## src/rtl/ldfmt_pkg.sv

```systemverilog
package ldfmt_pkg;
  localparam int XLEN = 64;
  localparam int NUM_WIDTHS = $clog2(XLEN / 8) + 1;
  localparam int WSEL_W = $clog2(NUM_WIDTHS);

  typedef enum logic [WSEL_W-1:0] {
    WID8  = 2'd0,
    WID16 = 2'd1,
    WID32 = 2'd2,
    WID64 = 2'd3
  } widthSel_e;

  typedef struct packed {
    logic stage1Load;
    logic stage2Load;
  } stageStrobe_t;

  typedef struct packed {
    logic [XLEN-1:0] value;
    widthSel_e       opWidth;
    logic            satEn;
    logic            satSigned;
    widthSel_e       dstWidth;
    logic            undef;
  } stage1Reg_t;
endpackage

```

## src/rtl/ldfmt_ctrl.sv

```systemverilog
module ldfmt_ctrl
  import ldfmt_pkg::*;
(
  input  logic         clk,
  input  logic         rstN,
  input  logic         inValid,
  output stageStrobe_t strobe,
  output logic         outValid
);
  logic s1Valid;
  logic s2Valid;

  always_ff @(posedge clk or negedge rstN) begin
    if (!rstN) begin
      s1Valid <= 1'b0;
      s2Valid <= 1'b0;
    end else begin
      s1Valid <= inValid;
      s2Valid <= s1Valid;
    end
  end

  assign strobe.stage1Load = inValid;
  assign strobe.stage2Load = s1Valid;
  assign outValid = s2Valid;
endmodule

```

## src/rtl/ldfmt_datapath.sv

```systemverilog
module ldfmt_datapath
  import ldfmt_pkg::*;
#(
  parameter int DATA_W = XLEN
) (
  input  logic              clk,
  input  logic              rstN,
  input  stageStrobe_t      strobe,
  input  logic [DATA_W-1:0] inData,
  input  widthSel_e         opWidth,
  input  logic              brevOp,
  input  logic              leMode,
  input  logic              satEn,
  input  logic              satSigned,
  input  widthSel_e         dstWidth,
  input  widthSel_e         memWidth,
  output logic [DATA_W-1:0] outData,
  output logic              outUndef
);
  localparam int NUM_W = $clog2(DATA_W / 8) + 1;

  // ---------------- stage 1: byte selection and reversal ----------------
  logic [DATA_W-1:0] swapCand  [NUM_W];
  logic [DATA_W-1:0] plainCand [NUM_W];
  logic              swapNeeded;
  stage1Reg_t        s1D;
  stage1Reg_t        s1Q;

  for (genvar k = 0; k < NUM_W; k++) begin : g_opw
    localparam int NB = 1 << k;
    for (genvar b = 0; b < NB; b++) begin : g_byte
      assign swapCand[k][8*b +: 8]  = inData[8*(NB-1-b) +: 8];
      assign plainCand[k][8*b +: 8] = inData[8*b +: 8];
    end
    if (NB * 8 < DATA_W) begin : g_pad
      assign swapCand[k][DATA_W-1:NB*8]  = '0;
      assign plainCand[k][DATA_W-1:NB*8] = '0;
    end
  end

  assign swapNeeded = brevOp ~^ leMode;

  always_comb begin
    s1D.value     = swapNeeded ? swapCand[opWidth] : plainCand[opWidth];
    s1D.opWidth   = opWidth;
    s1D.satEn     = satEn;
    s1D.satSigned = satSigned;
    s1D.dstWidth  = dstWidth;
    s1D.undef     = (memWidth < opWidth);
  end

  always_ff @(posedge clk or negedge rstN) begin
    if (!rstN) begin
      s1Q <= '0;
    end else if (strobe.stage1Load) begin
      s1Q <= s1D;
    end
  end

  // ---------------- stage 2: extension and clamping ----------------
  logic [DATA_W-1:0] sExt     [NUM_W];
  logic [DATA_W-1:0] truncRes [NUM_W];
  logic [DATA_W-1:0] satRes   [NUM_W];
  logic [DATA_W-1:0] extVal;
  logic [DATA_W-1:0] resD;
  logic [DATA_W-1:0] dataQ;
  logic              undefQ;

  for (genvar k = 0; k < NUM_W; k++) begin : g_sext
    localparam int OB = 8 << k;
    if (OB < DATA_W) begin : g_part
      assign sExt[k] = {{(DATA_W-OB){s1Q.value[OB-1]}}, s1Q.value[OB-1:0]};
    end else begin : g_whole
      assign sExt[k] = s1Q.value;
    end
  end

  assign extVal = (s1Q.satEn && s1Q.satSigned) ? sExt[s1Q.opWidth] : s1Q.value;

  for (genvar d = 0; d < NUM_W; d++) begin : g_dst
    localparam int W = 8 << d;
    if (W < DATA_W) begin : g_narrow
      logic              hiAny;
      logic              fitsSigned;
      logic [DATA_W-1:0] uMax;
      logic [DATA_W-1:0] sMax;
      logic [DATA_W-1:0] sMin;
      assign hiAny      = |extVal[DATA_W-1:W];
      assign fitsSigned = (extVal[DATA_W-1:W-1] == {(DATA_W-W+1){extVal[DATA_W-1]}});
      assign uMax       = {{(DATA_W-W){1'b0}}, {W{1'b1}}};
      assign sMax       = {{(DATA_W-W+1){1'b0}}, {(W-1){1'b1}}};
      assign sMin       = {{(DATA_W-W){1'b0}}, 1'b1, {(W-1){1'b0}}};
      assign truncRes[d] = {{(DATA_W-W){1'b0}}, extVal[W-1:0]};
      assign satRes[d] = s1Q.satSigned
                         ? (fitsSigned ? truncRes[d] : (extVal[DATA_W-1] ? sMin : sMax))
                         : (hiAny ? uMax : truncRes[d]);
    end else begin : g_full
      assign truncRes[d] = extVal;
      assign satRes[d]   = extVal;
    end
  end

  assign resD = s1Q.satEn ? satRes[s1Q.dstWidth] : truncRes[s1Q.dstWidth];

  always_ff @(posedge clk or negedge rstN) begin
    if (!rstN) begin
      dataQ  <= '0;
      undefQ <= 1'b0;
    end else begin
      undefQ <= strobe.stage2Load & s1Q.undef;
      if (strobe.stage2Load) begin
        dataQ <= resD;
      end
    end
  end

  assign outData  = dataQ;
  assign outUndef = undefQ;
endmodule

```

## src/rtl/ld_data_formatter.sv

```systemverilog
module ld_data_formatter
  import ldfmt_pkg::*;
(
  input  logic            clk,
  input  logic            rstN,
  input  logic            inValid,
  input  logic [XLEN-1:0] inData,
  input  logic [1:0]      opWidth,
  input  logic            brevOp,
  input  logic            leMode,
  input  logic            satEn,
  input  logic            satSigned,
  input  logic [1:0]      dstWidth,
  input  logic [1:0]      memWidth,
  output logic            outValid,
  output logic [XLEN-1:0] outData,
  output logic            outUndef
);
  stageStrobe_t strobe;

  ldfmt_ctrl ctrl_i (
    .clk      (clk),
    .rstN     (rstN),
    .inValid  (inValid),
    .strobe   (strobe),
    .outValid (outValid)
  );

  ldfmt_datapath #(.DATA_W(XLEN)) dp_i (
    .clk       (clk),
    .rstN      (rstN),
    .strobe    (strobe),
    .inData    (inData),
    .opWidth   (widthSel_e'(opWidth)),
    .brevOp    (brevOp),
    .leMode    (leMode),
    .satEn     (satEn),
    .satSigned (satSigned),
    .dstWidth  (widthSel_e'(dstWidth)),
    .memWidth  (widthSel_e'(memWidth)),
    .outData   (outData),
    .outUndef  (outUndef)
  );
endmodule

```

## config.mk

```make
export PLATFORM = sky130hd
export DESIGN_NAME = ld_data_formatter
export DESIGN_NICKNAME = d
export VERILOG_FILES = /design/src/rtl/ldfmt_pkg.sv /design/src/rtl/ldfmt_ctrl.sv /design/src/rtl/ldfmt_datapath.sv /design/src/rtl/ld_data_formatter.sv
export SDC_FILE = /design/constraint.sdc
export NUM_CORES = 1
export LEC_CHECK = 0
export BUFFER_PORTS_ARGS = -buffer_cell sky130_fd_sc_hd__buf_2
export CAP_MARGIN = 10
export CORE_MARGIN = 1
export CORE_UTILIZATION = 58
export CTS_BUF_LIST = sky130_fd_sc_hd__clkbuf_4 sky130_fd_sc_hd__clkbuf_8
export CTS_CLUSTER_SIZE = 25
export DETAILED_ROUTE_END_ITERATION = 7
export PLACE_DENSITY = 0.87
export SYNTH_ARGS = -nofsm -noshare
export SYNTH_HDL_FRONTEND = slang
export SYNTH_HIERARCHICAL = 1
export SYNTH_SLANG_ARGS = --single-unit
export TNS_END_PERCENT = 20
```

## constraint.sdc

```tcl
create_clock -name clk -period 3.4 [get_ports clk]
set_input_delay 0.34 -clock clk [delete_from_list [all_inputs] [get_ports clk]]
set_output_delay 0.34 -clock clk [all_outputs]
set_load 0.005 [all_outputs]
```

# [Word-level counts from Yosys, hierarchy flattened]
# Index checks and enable logic that the tools add are counted.
[word_totals] ff_bits=138 input_bits=77 output_inout_bits=66
[classes] order_cmp=4 eq_ne=3 muxes=30 bitwise=5 n_reduce_logical=4
[ops] op="64-bit 2-to-1 mux" n=19
[ops] op="64-bit binary-select mux with 2-bit select" n=5
[ops] op="32-bit 2-to-1 mux" n=2
[ops] op="56-bit equality test" n=1
[ops] op="56-bit OR reduction" n=1
[ops] op="48-bit equality test" n=1
[ops] op="48-bit OR reduction" n=1
[ops] op="32-bit equality test" n=1
[ops] op="16-bit 2-to-1 mux" n=2
[ops] op="32-bit OR reduction" n=1
[ops] op="8-bit 2-to-1 mux" n=2
[ops] op="3-bit greater-or-equal comparator (second input constant)" n=3
[ops] op="2-bit inverter with 3-bit output" n=3
[ops] op="2-bit less-than comparator" n=1
[ops] op="1-bit bitwise AND" n=1
[ops] op="1-bit logical AND" n=1
[ops] op="1-bit bitwise XNOR" n=1

# [Depth between registers and ports, before layout]
[logic_depth] word_depth=12 mapped_depth=16 mapped_depth_nobuf=12

# [Cells and area by module]
# Netlist, hierarchy kept.
[modules_own_cells] mod="ldfmt_datapath" n_inst=1 cells_per_inst=777 area_per_inst_um2=7538.5 seq_area_each_um2=3403.3
[modules_own_cells] mod="ldfmt_ctrl" n_inst=1 cells_per_inst=4 area_per_inst_um2=65.1 seq_area_each_um2=50.0

# [Worst setup path after synthesis]
# OpenSTA, ideal clock, no wires.
[synth_path] kind="flip-flop to flip-flop" startpoint="reg dp_i/s1Q[5] in the netlist's numbering" endpoint="reg dp_i.dataQ[24], in the netlist dp_i/outData[24]" setup_time_ps=132 arrival_time_ps=2886 t_required_ps=3268 slack_ps=382 path_stages_with_launch=16 path_cell_list="dfrtp_1 -> buf_2 -> nand3b_4 -> o22ai_4 -> nor2_1 -> clkbuf_1 -> ha_1 -> nand2b_1 -> or4_4 -> a221oi_4 -> a211oi_2 -> a21oi_2 -> o21ai_2 -> buf_6 -> o21ai_1 -> o21ai_1"
[synth_between] elab_chain_len=12 word_cells_on_any_way=18 classes_between="eq/ne: 1; mux: 15; bitwise: 1; reduce/logical: 1"
[synth_rtl] element="from (decl)" line_no="ldfmt_datapath.sv:27" text="stage1Reg_t s1Q;"
[synth_rtl] element="from (signal assigned)" line_no="ldfmt_datapath.sv:54" text="s1Q <= '0;"
[synth_rtl] element="from (signal assigned)" line_no="ldfmt_datapath.sv:56" text="s1Q <= s1D;"
[synth_rtl] element="2-bit inverter with 3-bit output (implied by the code) *" line_no="ldfmt_datapath.sv:78" text="assign extVal = (s1Q.satEn && s1Q.satSigned) ? sExt[s1Q.opWidth] : s1Q.value;"
[synth_rtl] element="64-bit binary-select mux with 2-bit select *" line_no="ldfmt_datapath.sv:78"
[synth_rtl] element="64-bit 2-to-1 mux (implied by the code) * (2 in a row)" line_no="ldfmt_datapath.sv:78"
[synth_rtl] element="64-bit 2-to-1 mux *" line_no="ldfmt_datapath.sv:78"
[synth_rtl] element="32-bit equality test, or another cell as far along" line_no="ldfmt_datapath.sv:89" text="assign fitsSigned = (extVal[DATA_W-1:W-1] == {(DATA_W-W+1){extVal[DATA_W-1]}});"
[synth_rtl] element="64-bit 2-to-1 mux or 32-bit 2-to-1 mux (tied branches)" line_no="ldfmt_datapath.sv:95, ldfmt_datapath.sv:96"
[synth_rtl] element="64-bit 2-to-1 mux" line_no="ldfmt_datapath.sv:95" text="? (fitsSigned ? truncRes[d] : (extVal[DATA_W-1] ? sMin : sMax))"
[synth_rtl] element="64-bit binary-select mux with 2-bit select" line_no="ldfmt_datapath.sv:103" text="assign resD = s1Q.satEn ? satRes[s1Q.dstWidth] : truncRes[s1Q.dstWidth];"
[synth_rtl] element="64-bit 2-to-1 mux (implied by the code) (2 in a row)" line_no="ldfmt_datapath.sv:103"
[synth_rtl] element="64-bit 2-to-1 mux *" line_no="ldfmt_datapath.sv:103"
[synth_rtl] element="to (signal assigned)" line_no="ldfmt_datapath.sv:112" text="dataQ <= resD;"
[synth_rtl] element="to (decl)" line_no="ldfmt_datapath.sv:66" text="logic [DATA_W-1:0] dataQ;"
# Mark *: on every way between the ends. The rest lies on a longest branch, timed or not. The select of a mux whose other input is x is not followed.
# A chain may end at the register's enable or synchronous reset.

# [Final worst setup path]
[layout_path] startpoint="reg dp_i/s1Q[5] in the netlist's numbering" endpoint="reg dp_i.dataQ[9], in the netlist dp_i/outData[9]"
[layout_between] elab_chain_len=12 word_cells_on_any_way=24 classes_between="eq/ne: 2; mux: 19; bitwise: 1; reduce/logical: 2"
[layout_rtl] element="2-bit inverter with 3-bit output (implied by the code) *" line_no="ldfmt_datapath.sv:78"
[layout_rtl] element="64-bit binary-select mux with 2-bit select *" line_no="ldfmt_datapath.sv:78"
[layout_rtl] element="64-bit 2-to-1 mux (implied by the code) * (2 in a row)" line_no="ldfmt_datapath.sv:78"
[layout_rtl] element="64-bit 2-to-1 mux *" line_no="ldfmt_datapath.sv:78"
[layout_rtl] element="48-bit equality test, or another cell as far along" line_no="ldfmt_datapath.sv:89"
[layout_rtl] element="64-bit 2-to-1 mux, or another cell as far along" line_no="ldfmt_datapath.sv:95"
[layout_rtl] element="64-bit 2-to-1 mux" line_no="ldfmt_datapath.sv:95"
[layout_rtl] element="64-bit binary-select mux with 2-bit select" line_no="ldfmt_datapath.sv:103"
[layout_rtl] element="64-bit 2-to-1 mux (implied by the code) (2 in a row)" line_no="ldfmt_datapath.sv:103"
[layout_rtl] element="64-bit 2-to-1 mux *" line_no="ldfmt_datapath.sv:103"
# Marks and branches as above.

==> results.md <==
* Post-synthesis cell area at between 7000 and 8000 µm²
* Worst-path maximum fanout at 11
* HPWL Detailed at between 15 and 20 mm
* Die X at ~120 µm
* Wirelength per Cell at between 20 and 25 µm
* Core footprint at about 13000 µm²
* Largest net degree at the start of global routing at 73
* Synth cell types at between 60 and 70
* Ys flop type: dfrtp_1
* Clock Sinks at between 100 and 150
* Port buffer count at approximately 140
* Fmax at between 300 and 400 MHz
* Synthesized instance count at slightly below 800
* Layout area overhead at 17.6%
* Starting Density at 0.598
* Hold Crit Depth at 3
* Share of the synthesized area in the top cell type at 0.454
* YS warnings at 6
* CP required at about 3.7 ns
* Critical path type: flip-flop to flip-flop
* Number of antenna violations at the first check in global routing at 0
* Mean Syn Cell Area at 9.74 µm²
* Max Root-Sink Buffers at 2
* CP Launch Type: flip-flop
* ANT nets after route at 0
* CTS tree: done
* Hold Fails Final Rpt at 0
* Global placer's final weighted congestion at 1.00
* Synthesized net count at 860
* Depth of the CTS H-tree at 4
* Setup TNS at 0 ns
* Vias in the first global route at 6510
* Clk Tree Root Cell: clkbuf_8
* R2r setup slk at about 0.19 ns
* Layout cells sized above 1 at 0.260
* Global route total overflow at 0
* Vias per cell at roughly 6.4
* Final Critical Period at about 3.2 ns
* Leak at between 0.004 and 0.005 µW
* Source of the worst hold timing path: satEn
* WHS Endpoint: dp_i/s1Q[4]$_DFFE_PN0P_
* R2R Path End: dp_i/outData[9]$_DFFE_PN0P_
* Cell Rows at between 40 and 50
* Final net count at 990
* First-pass GRT wire length at between 30 and 40 mm
* Yosys reg bits at 138
* Post-CTS setup repair buffer count at 0
* Worst Hold Class: input port to flip-flop
* Final slew viol count at 0
* Final period utilization at 0.944
* Num CTS Buffers at 17
* Outcome: complete, no violations
* Final worst setup slack at 0.190 ns
* Post-synth ARST share at 1.00
* Slew @ Worst Pin at around 0.95 ns
* Synth area leader: dfrtp_1
* Pwr dens at around 500 nW/µm²
* Final setup viols at 0
* Final wirelength at 22.9 mm
* Worst R2R Start: dp_i/s1Q[5]$_DFFE_PN0P_
* Total number of vias at roughly 7000
* Maximum vdd drop at 366 µV
* Post-synth top cells: 138 x dfrtp_1, 76 x a21oi_1, 71 x inv_1, 57 x mux2i_1, 50 x o22ai_1
* Clock-pin slew on the worst setup and hold paths at ~0.080 ns
* DR iter-0 viols at 830
* Die Y at ~120 µm
* Io pins at between 100 and 150
* Cell depth of the worst flop-to-flop path at 12
* Slew headroom at 0.364
* Dpl ws at 0.254 ns
* Setup Skew at ~0.013 ns
* GRT Overall Usage at 0.354
* RSZ-0062 raised after global routing: no
* Post-route DRC at 0
* Number of synthesized flops with an enable pin at 0
* CP endpoint kind: flip-flop
* Die Area at 13600 µm²
* Register area share after synthesis at 0.454
* Main area contributors after synthesis: dfrtp_1 45%, mux2i_1 7.5%, a21oi_1 5.0%
* Clk_lat worst skew at ~0.47 ns
* Max_cap viols at 0
* Most frequent cell after synthesis: dfrtp_1
* DRT Pass-1 Iters at 8
* Arrival @ worst endpoint at 3.55 ns
==> where the power goes <==
| part | internal, µW | switching, µW | leakage [µW] |
|---|---|---|---|
| sequential | 1800 | 139 | 0.00178 |
| combinational | 411 | 597 | 0.00220 |
| clock | 749 | 677 | 0.000208 |
==> cell type report <==
| cell class | count | area [µm²] |
|---|---|---|
| fill | 1019 | 3780 |
| multi-input combinational | 513 | 3620 |
| sequential | 138 | 3450 |
| timing repair buffer | 169 | 960 |
| inverter | 72 | 270 |
| clock buffer | 19 | 249 |
| tap | 172 | 215 |
| clock inverter | 13 | 168 |
| antenna | 1 | 2.50 |
==> cell families (layout without fill, tap and decap cells) <==
logic type      Yosys count  count (layout)  synth area share
other cells               0               1                 0
simple gates            141             141            0.0964
flops                   138             138             0.454
mux                      80              80             0.122
fa+ha+maj                 2               2           0.00329
xor+xnor                  1               1           0.00115
compound gates          289             289             0.252
buf+inv                 130             273            0.0701
==> flip-flops by register name, indices dropped and copies added, names as in the netlist <==
register         count
dp_i/s1Q            71
ctrl_i/outValid      1
dp_i/outData        64
dp_i/outUndef        1
ctrl_i/s1Valid       1
==> worst max-delay path by stage <==
| stage | start | end | slack [ns] | depth (start not counted) |
|---|---|---|---|---|
| 2_1_floorplan | dp_i/s1Q[5]$_DFFE_PN0P_ | dp_i/outData[24]$_DFFE_PN0P_ | 0.38 | 15 |
| 3_3_place_gp | dp_i/s1Q[5]$_DFFE_PN0P_ | dp_i/outData[11]$_DFFE_PN0P_ | 0.34 | 12 |
| 3_5_place_dp | dp_i/s1Q[5]$_DFFE_PN0P_ | dp_i/outData[9]$_DFFE_PN0P_ | 0.25 | 12 |
| 4_1_cts | dp_i/s1Q[5]$_DFFE_PN0P_ | dp_i/outData[9]$_DFFE_PN0P_ | 0.24 | 12 |
| 5_1_grt | dp_i/s1Q[5]$_DFFE_PN0P_ | dp_i/outData[12]$_DFFE_PN0P_ | 0.02 | 12 |
| 6_report | dp_i/s1Q[5]$_DFFE_PN0P_ | dp_i/outData[9]$_DFFE_PN0P_ | 0.19 | 12 |
==> metal layers <==
| metal | global-route usage | part of all wire | vias up |
|---|---|---|---|
| met4 | 0.167 | 0.037 | 0 |
| met1 | 0.494 | 0.41 | 3371 |
| met3 | 0.0701 | 0.097 | 74 |
| li1 | - | - | 3158 |
| met2 | 0.535 | 0.46 | 463 |
| met5 | 0 | 0 | - |
==> metrics by stage <==
stage	hold WS [ns]	util	power, µW	area, µm²	instances
finish	0.110	0.703	4370	8940	1097
global route	0.0876	0.703	4570	8940	1096
CTS	0.0783	0.703	4370	8940	1096
detailed placement	0.396	0.669	2950	8510	1063
global placement	0.396	0.669	2920	8510	1063
floorplan	0.0444	-	2550	7600	781
==> timing repair <==
action	CTS	global route
hold endpoints to repair	71	0
hold buffers	1	0
resized for setup	0	0
==> worst max-delay path: stages, from the launching register on <==
cell	delay (ns)
dfrtp_1	0.57
mux2i_4	0.40
nor2_1	0.09
a21oi_1	0.19
ha_1	0.18
nand2b_1	0.05
or4_4	0.42
a221oi_4	0.26
a211oi_2	0.18
nor2_1	0.20
a31oi_1	0.16
a211oi_1	0.29
o2bb2ai_1	0.10
==> cells in the final DEF (no fill, tap or decap), types with 3 or more instances in the layout <==
master and n:
and3_1 3, o2bb2ai_1 39, nand2b_1 3, inv_6 4, nor2_1 32, dfrtp_1 138
mux2_2 12, nor4_1 12, o21ai_1 22, a21o_1 4, a22o_1 8, or4_1 3
a31oi_1 3, nor3_1 7, clkbuf_8 17, inv_1 71, o22ai_1 50, a21oi_1 76
buf_4 23, nand2_1 40, a211oi_1 9, buf_2 141, nand3_1 13, a22oi_1 16
o21ai_0 38, mux4_2 8, mux2i_1 57, bufinv_16 3, buf_12 3, nand4_1 13
Power figures use the tool's default switching activity.
